$ cat src/rtl/mpx_pkg.sv
package mpx_pkg;
  typedef enum logic [1:0] {
    ST_IDLE  = 2'd0,
    ST_HDR   = 2'd1,
    ST_IWAIT = 2'd2,
    ST_DATA  = 2'd3
  } mpx_st_e;
endpackage

$ cat src/rtl/mpx_hdr_fmt.sv
module mpx_hdr_fmt #(
  parameter int DATA_W = 64,
  parameter int ADDR_W = 26,
  parameter int SIZE_W = 3
) (
  input  logic [SIZE_W-1:0] size_i,
  input  logic [ADDR_W-1:0] addr_i,
  output logic [DATA_W-1:0] hdr_o
);
  localparam int GAP_W = DATA_W - SIZE_W - ADDR_W;

  always_comb begin
    hdr_o = {size_i, {GAP_W{1'b0}}, addr_i};
  end
endmodule

$ cat src/rtl/mpx_wait_ctr.sv
module mpx_wait_ctr #(
  parameter int WAIT_W = 4
) (
  input  logic              clk_i,
  input  logic              rst_ni,
  input  logic              load_i,
  input  logic [WAIT_W-1:0] load_val_i,
  input  logic              dec_i,
  output logic              zero_o,
  output logic              last_o
);
  logic [WAIT_W-1:0] cnt_q;

  always_ff @(posedge clk_i or negedge rst_ni) begin
    if (!rst_ni)      cnt_q <= '0;
    else if (load_i)  cnt_q <= load_val_i;
    else if (dec_i && cnt_q != '0) cnt_q <= cnt_q - 1'b1;
  end

  assign zero_o = (cnt_q == '0);
  assign last_o = (cnt_q == WAIT_W'(1));
endmodule

$ cat src/rtl/mpx_fsm.sv
module mpx_fsm
  import mpx_pkg::*;
(
  input  logic    clk_i,
  input  logic    rst_ni,
  input  logic    req_valid_i,
  input  logic    wait_zero_i,
  input  logic    wait_last_i,
  input  logic    rdy_n_i,
  output mpx_st_e state_o,
  output logic    accept_o,
  output logic    dec_o,
  output logic    done_o
);
  mpx_st_e st_q, st_d;

  always_comb begin
    st_d     = st_q;
    accept_o = 1'b0;
    dec_o    = 1'b0;
    done_o   = 1'b0;
    unique case (st_q)
      ST_IDLE: if (req_valid_i) begin
        accept_o = 1'b1;
        st_d     = ST_HDR;
      end
      ST_HDR:   st_d = wait_zero_i ? ST_DATA : ST_IWAIT;
      ST_IWAIT: begin
        dec_o = 1'b1;
        if (wait_last_i) st_d = ST_DATA;
      end
      ST_DATA: if (!rdy_n_i) begin
        done_o = 1'b1;
        st_d   = ST_IDLE;
      end
      default:  st_d = ST_IDLE;
    endcase
  end

  always_ff @(posedge clk_i or negedge rst_ni) begin
    if (!rst_ni) st_q <= ST_IDLE;
    else         st_q <= st_d;
  end

  assign state_o = st_q;
endmodule

$ cat src/rtl/mpx_wr_master.sv
module mpx_wr_master
  import mpx_pkg::*;
#(
  parameter int DATA_W = 64,
  parameter int ADDR_W = 26,
  parameter int SIZE_W = 3,
  parameter int WAIT_W = 4
) (
  input  logic              clk_i,
  input  logic              rst_ni,
  input  logic              req_valid_i,
  output logic              req_ready_o,
  input  logic [ADDR_W-1:0] req_addr_i,
  input  logic [SIZE_W-1:0] req_size_i,
  input  logic [DATA_W-1:0] req_data_i,
  input  logic [WAIT_W-1:0] req_wait_i,
  output logic              done_o,
  input  logic              rdy_n_i,
  output logic [DATA_W-1:0] bus_d_o,
  output logic              cs_n_o,
  output logic              bs_n_o,
  output logic              frame_n_o,
  output logic              we_n_o
);
  mpx_st_e           state;
  logic              accept, dec, wait_zero, wait_last;
  logic [ADDR_W-1:0] addr_q;
  logic [SIZE_W-1:0] size_q;
  logic [DATA_W-1:0] data_q, hdr;

  mpx_fsm u_fsm (
    .clk_i       (clk_i),
    .rst_ni      (rst_ni),
    .req_valid_i (req_valid_i),
    .wait_zero_i (wait_zero),
    .wait_last_i (wait_last),
    .rdy_n_i     (rdy_n_i),
    .state_o     (state),
    .accept_o    (accept),
    .dec_o       (dec),
    .done_o      (done_o)
  );

  mpx_wait_ctr #(.WAIT_W(WAIT_W)) u_wait (
    .clk_i      (clk_i),
    .rst_ni     (rst_ni),
    .load_i     (accept),
    .load_val_i (req_wait_i),
    .dec_i      (dec),
    .zero_o     (wait_zero),
    .last_o     (wait_last)
  );

  mpx_hdr_fmt #(.DATA_W(DATA_W), .ADDR_W(ADDR_W), .SIZE_W(SIZE_W)) u_hdr (
    .size_i (size_q),
    .addr_i (addr_q),
    .hdr_o  (hdr)
  );

  always_ff @(posedge clk_i or negedge rst_ni) begin
    if (!rst_ni) begin
      addr_q <= '0;
      size_q <= '0;
      data_q <= '0;
    end else if (accept) begin
      addr_q <= req_addr_i;
      size_q <= req_size_i;
      data_q <= req_data_i;
    end
  end

  logic busy;
  assign busy        = (state != ST_IDLE);
  assign req_ready_o = !busy;
  assign cs_n_o      = !busy;
  assign we_n_o      = !busy;
  assign frame_n_o   = !busy;
  assign bs_n_o      = (state != ST_HDR);

  always_comb begin
    unique case (state)
      ST_HDR:            bus_d_o = hdr;
      ST_IWAIT, ST_DATA: bus_d_o = data_q;
      default:           bus_d_o = '0;
    endcase
  end
endmodule

$ cat config.mk
export PLATFORM = sky130hd
export DESIGN_NAME = mpx_wr_master
export DESIGN_NICKNAME = d
export VERILOG_FILES = /design/src/rtl/mpx_pkg.sv /design/src/rtl/mpx_hdr_fmt.sv /design/src/rtl/mpx_wait_ctr.sv /design/src/rtl/mpx_fsm.sv /design/src/rtl/mpx_wr_master.sv
export SDC_FILE = /design/constraint.sdc
export NUM_CORES = 1
export LEC_CHECK = 0
export ABC_CLOCK_PERIOD_IN_PS = 2620
export BUFFER_PORTS_ARGS = -buffer_cell sky130_fd_sc_hd__buf_4
export CORE_AREA = 10 10 146 148
export DETAILED_ROUTE_END_ITERATION = 7
export DIE_AREA = 0 0 156 158
export PLACE_DENSITY = 0.44
export SYNTH_ARGS = -nofsm -noshare
export SYNTH_HDL_FRONTEND = slang
export SYNTH_SLANG_ARGS = --single-unit
$ cat constraint.sdc
create_clock -name clk_i -period 2.62 [get_ports clk_i]
set_input_delay 0.786 -clock clk_i [delete_from_list [all_inputs] [get_ports clk_i]]
set_output_delay 0.786 -clock clk_i [all_outputs]
set_load 0.03 [all_outputs]
### After elaboration in Yosys (flattened, before gate mapping)

Index checks and enable logic that the tools add are counted.

| cells by class | value |
|---|---|
| add/sub/neg operators | 1 |
| eq/ne operators | 8 |
| muxes and demuxes | 13 |
| reduce and logical (&&, ||, !) cells | 9 |

Operator list:

| cell | number |
|---|---|
| $pmux 64 s2 | 1 |
| $mux 4 | 2 |
| $pmux 2 s4 | 1 |
| $mux 1 | 6 |
| $mux 2 | 3 |
| $eq 2x2->1 const B | 2 |
| $eq 4x1->1 const B | 1 |
| $logic_not 4->1 | 1 |
| $ne 2x1->1 const B | 2 |
| $ne 2x2->1 const B | 2 |
| $reduce_bool 2->1 | 2 |
| $reduce_bool 4->1 | 1 |
| $sub 4x1->4 const B | 1 |
| $reduce_and 3->1 | 1 |
| $eq 2x1->1 const B | 1 |
| $logic_not 2->1 | 1 |
| $reduce_or 2->1 | 1 |
| $logic_and 1x1->1 | 1 |
| $logic_not 1->1 | 1 |

| word-level totals | value |
|---|---|
| register bits after elaboration | 99 |
| input port bits | 101 |
| output and inout port bits | 70 |
| word-level logic and storage cells | 36 |

### Depth between registers and ports, before layout

| logic depth | value |
|---|---|
| word-level depth | 5 |
| depth in mapped cells | 7 |
| mapped depth without buffers | 5 |

### Cells and area by module

Synthesis repeated with hierarchy kept, for this count alone.

| second synthesis, totals | value |
|---|---|
| cells, all modules | 396 |
| area total of the unflattened synthesis | 5113.7 um^2 |

Modules (own cells, without submodules):

| module | instances | cells each | area each (um^2) | seq. area each (um^2) |
|---|---|---|---|---|
| mpx_wr_master | 1 | 282 | 4160.2 | 2327.2 |
| mpx_hdr_fmt | 1 | 65 | 484.2 | 0.0 |
| mpx_wait_ctr | 1 | 30 | 266.5 | 100.1 |
| mpx_fsm | 1 | 19 | 202.7 | 50.0 |

### Worst setup path after synthesis

No wires, ideal clock.

| timing | value |
|---|---|
| path type | reg-to-output |
| from | register u_fsm.st_q[0], in the netlist u_fsm.state_o[0] |
| to | output bus_d_o[15] |
| arrival | 1719 ps |
| data required time | 1834 ps |
| slack | 115 ps |
| cell stages (with the launch flop) | 8 |
| path buffers | 2 |
| cell sequence | dfrtp_1 -> inv_1 -> ha_1 -> or2_1 -> buf_2 -> buf_2 -> a22oi_1 -> nor2_1 |

| on the way | value |
|---|---|
| cells in the longest elaborated chain, start to end | 3 |
| elaborated cells between the ends (all ways) | 5 |
| classes of those cells | 3 x eq/ne; 1 x mux; 1 x reduce/logical |

Ends and longest elaborated chain:

| what | RTL line | source |
|---|---|---|
| from (decl) | mpx_fsm.sv:15 | `mpx_st_e st_q, st_d;` |
| from (signal assigned) | mpx_fsm.sv:42 | `else st_q <= st_d;` |
| $eq 2x2->1 | mpx_wr_master.sv:81 | `unique case (state)` |
| $reduce_or 2->1 | mpx_wr_master.sv:81 |  |
| $pmux 64 s2 (*) | mpx_wr_master.sv:81 |  |
| to (decl) | mpx_wr_master.sv:19 | `output logic [DATA_W-1:0] bus_d_o,` |

Every way passes the cells marked *; elsewhere a longest branch is shown, timed or not.

### Final worst setup path

| timing | value |
|---|---|
| from | register u_fsm.st_q[0], in the netlist u_fsm.state_o[0] |
| to | output bus_d_o[25] |

The elaborated chain is that of the path after synthesis.

==> impl_metrics.toml <==
[power_and_ir_drop]
power.share.sequential_pct = 25.8
internal_power_mw = 6.39
net_sw_share_pct = 41.5
comb_power_share_pct = 61.6
power.density_cell_area_nw_per_um2 = 1550
cellLeakagePower_nw = 3.24
largest_vdd_supply_drop_mv = 0.628
post-layout-total-power_mw = 10.9
power.net_switching_mw = 4.54
power.share.clock_pct = 12.6

[sta]
setup_violations = 34
worstMarginPinSlew_ps = 572
final-hold-violation-count = 0
max_clock_freq_mhz = 372
timing.max_slew.rel_slack_pct = 61.8
fin_crit_ps = 2690
final.setup_skew_ps = 5.20
layout_setup_ws_ps = -67.4
setup_repair_after_global_routing_missed_its_margin = "true"
hold_ws_ps = 310
final_min_period_over_clock_period_pct = 103
timing_max_transition_violations_final = 0

[global_routing]
number_of_antenna_violations_at_the_first_check_in_global_routing = 0
first_global_vias = 3924
wire_length_of_the_first_global_routing_pass_mm = 22.6
grt_max_degree = 101
grt.overflow.total = 0
globalRouteTotalUtil_pct = 11.8

[clock_tree]
cts_htree_levels = 3
cts.path.max_buffers = 2
worstSkewPairLatency_ps = 350
hold_buffers_post_cts = 0
clk_transition_reported_paths_ps = 70
cts_num_sinks = 99
tritoncts_clock_tree = "built"
cts-buffers-inserted = 9
clk_root_buffer_cell = "clkbuf_16"

[run_status]
status = "finished, violations left"
violations_in_the_final_reports = "setup timing"

[die]
core_area_um2 = 18500
num_rows = 50
initial_utilization_pct = 24.5
boundaryPins = 171
design.die.area_um2 = 24600
die-width_um = 156
fp.dieH_um = 158

[synth]
top_cells_by_area_synth = "dfrtp_1, mux2_1, and2_1"
number_of_enable_flip_flop_cells_after_synthesis = 0
fraction_of_synthesis_flops_using_an_asynchronous_set_or_reset_pin_pct = 100
synthFlopType = "dfrtp_1"
cell_taking_the_most_area_after_synthesis = "dfrtp_1"
synth.lib_cells_used.distinct = 26
mappedNetlistNets = 463
yosysWarningCount = 0
ys_seq_elements = 99
synthDominantCellAreaShare_pct = 54.9
synth.cell_area_um2 = 4520
synth-seq-area-share_pct = 54.9
synth.avg_cell_area_um2 = 12.8
synthesis.instances = 354

[drt]
drt-initial-drc-count = 105
totalWireLength_mm = 14.4
firstDrtPassIters = 4
vias = 3404
drt-wirelength-per-cell_um = 18.6
post_drt_via_cell_ratio = 4.41
drt_drc_violations_left = 0
antenna_violation_net_count_after_detailed_routing = 0

[place]
routabilityCongestion = 0.733
dp.final_hpwl_mm = 9.68
place_inst = 741
preCtsSetupSlack_ps = 147
place.port_buffers = 170

[final_layout]
final_cell_utilization_of_the_core_pct = 38.2
area_occupied_by_multi_input_gates_um2 = 2120
layout.nets = 642
layoutNonFillerInstCount = 772
seq_area_um2 = 2480
fillCellCount = 1834
drive_gt1_share_pct = 50.9
areaGrowthSynthToFinish_pct = 56.2
antenna-diode-count = 0

[worst_hold_path]
hold_path.class = "in -> async"

[flow_run]
cap_violations = 0

[setup_path]
cp_slowest_stage_delay_ps = 400
worst_ep_required_time_ps = 1830
critical_path.cell_chain = "inv_2 > ha_2 > or2_4 > buf_6 > buf_12 > a22oi_2 > nor2_1 > buf_4"
end_kind = "primary output"
crit_arrival_ps = 1900
critPathLaunchType = "flop"
crit_slowest_cell = "dfrtp_1"
critPathMaxFanout = 11
timing_worst_setup_path_type = "reg -> out"
## metal layers
metal | GRT usage (%) | vias up | share of wire (%)
met2 | 19.3 | 93 | 49
li1 | - | 1595 | -
met5 | 0 | - | 0
met3 | 4.59 | 11 | 8.4
met1 | 13.7 | 1705 | 41
met4 | 4.09 | 0 | 1.3
## worst max-delay path, delay by kind of cell (launching register included)
kind,cells,cell delay (ps)
adder cells (fa/ha/maj),1,190
buffers and inverters,4,510
AND/OR/NAND/NOR,2,340
AO/OA/AOI/OAI,1,130
flip-flops,1,400
## final timing paths
check / from / to / slack (ps) / depth (start not counted)
max: u_fsm.state_o[0]$_DFFE_PN0P_ / bus_d_o[25] / -70 / 8
min: rst_ni / data_q[34]$_DFFE_PN0P_ / 310 / 1
max reg2reg: u_fsm.state_o[0]$_DFFE_PN0P_ / data_q[14]$_DFFE_PN0P_ / 580 / 6
min reg2reg: data_q[28]$_DFFE_PN0P_ / data_q[28]$_DFFE_PN0P_ / 490 / 1
max in group asynchronous: rst_ni / addr_q[3]$_DFFE_PN0P_ / 1680 / 2
min in group clk_i: data_q[28]$_DFFE_PN0P_ / data_q[28]$_DFFE_PN0P_ / 490 / 1
## cells in the mapped netlist (2+ instances only)
cell type  number
or3b_1          2
ha_1            8
nor2b_1         2
buf_2          14
mux2_1         94
o21ai_0         2
a22oi_1        29
nand2_1         3
buf_4           3
inv_1           5
a21oi_1         4
and2_1         35
nand3_1         2
clkbuf_1        9
dfrtp_1        99
nor2_1         33
## repair_timing
| action | 4_1_cts | 5_1_grt |
|---|---|---|
| hold endpoints to repair | 0 | 0 |
| pin swaps | 37 | 13 |
| setup endpoints to repair | 64 | 64 |
| gates resized for setup | 108 | 1 |
| gates cloned | 8 | 0 |
| setup buffers | 7 | 0 |
## power groups by stage
| stage | registers (mW) | clock network, mW | logic [mW] |
|---|---|---|---|
| 2_1_floorplan | 2.62 | 0 | 3.39 |
| 4_1_cts | 2.82 | 1.44 | 6.85 |
| 3_3_place_gp | 2.73 | 0 | 5.19 |
| 5_1_grt | 2.92 | 1.50 | 7.21 |
| 3_5_place_dp | 2.76 | 0 | 5.22 |
| 6_report | 2.81 | 1.38 | 6.73 |
## layout make-up
| type | instances | area share, % |
|---|---|---|
| flip-flops and latches | 99 | 35.1 |
| well taps | 234 | 4.15 |
| multi-input cells | 224 | 30.0 |
| inverters | 5 | 0.266 |
| clock inverters | 6 | 0.923 |
| clock buffers | 10 | 3.39 |
| repair buffers | 194 | 26.1 |
## cell usage in the layout, fill, tap and decap left out, drive strengths merged, types with 2 or more instances in the layout
cell type and n:
a21oi 4, a22oi 29, and2 35, buf 194, clkbuf 10, clkinv 4
dfrtp 99, ha 8, inv 5, mux2 94, nand2 3, nand3 2
nor2 33, nor2b 2, o21ai 2, or3b 2
## sequential cells by signal, indices dropped and copies added, names as in the netlist
signal	flops
addr_q	26
data_q	64
size_q	3
u_fsm.state_o	2
u_wait.cnt_q	4
## stage by stage
stage / cell area, um^2 / setup TNS [ps]
after floorplan: 4520 / 0
after global placement: 6100 / 0
after detailed placement: 6100 / 0
after CTS: 7050 / -1610
after global routing: 7050 / -5650
final: 7050 / -1410
## cells by family after synthesis
group                      count (synthesis)  synth area share [%]
AOI/OAI and AO/OA                         40                  6.57
adders and majority gates                  8                  2.22
buffers and inverters                     31                  3.21
DFF                                       99                  54.9
muxes                                     95                  23.7
and+or+nand+nor                           81                  9.48
Note: power is estimated with default switching activity, not from simulation.
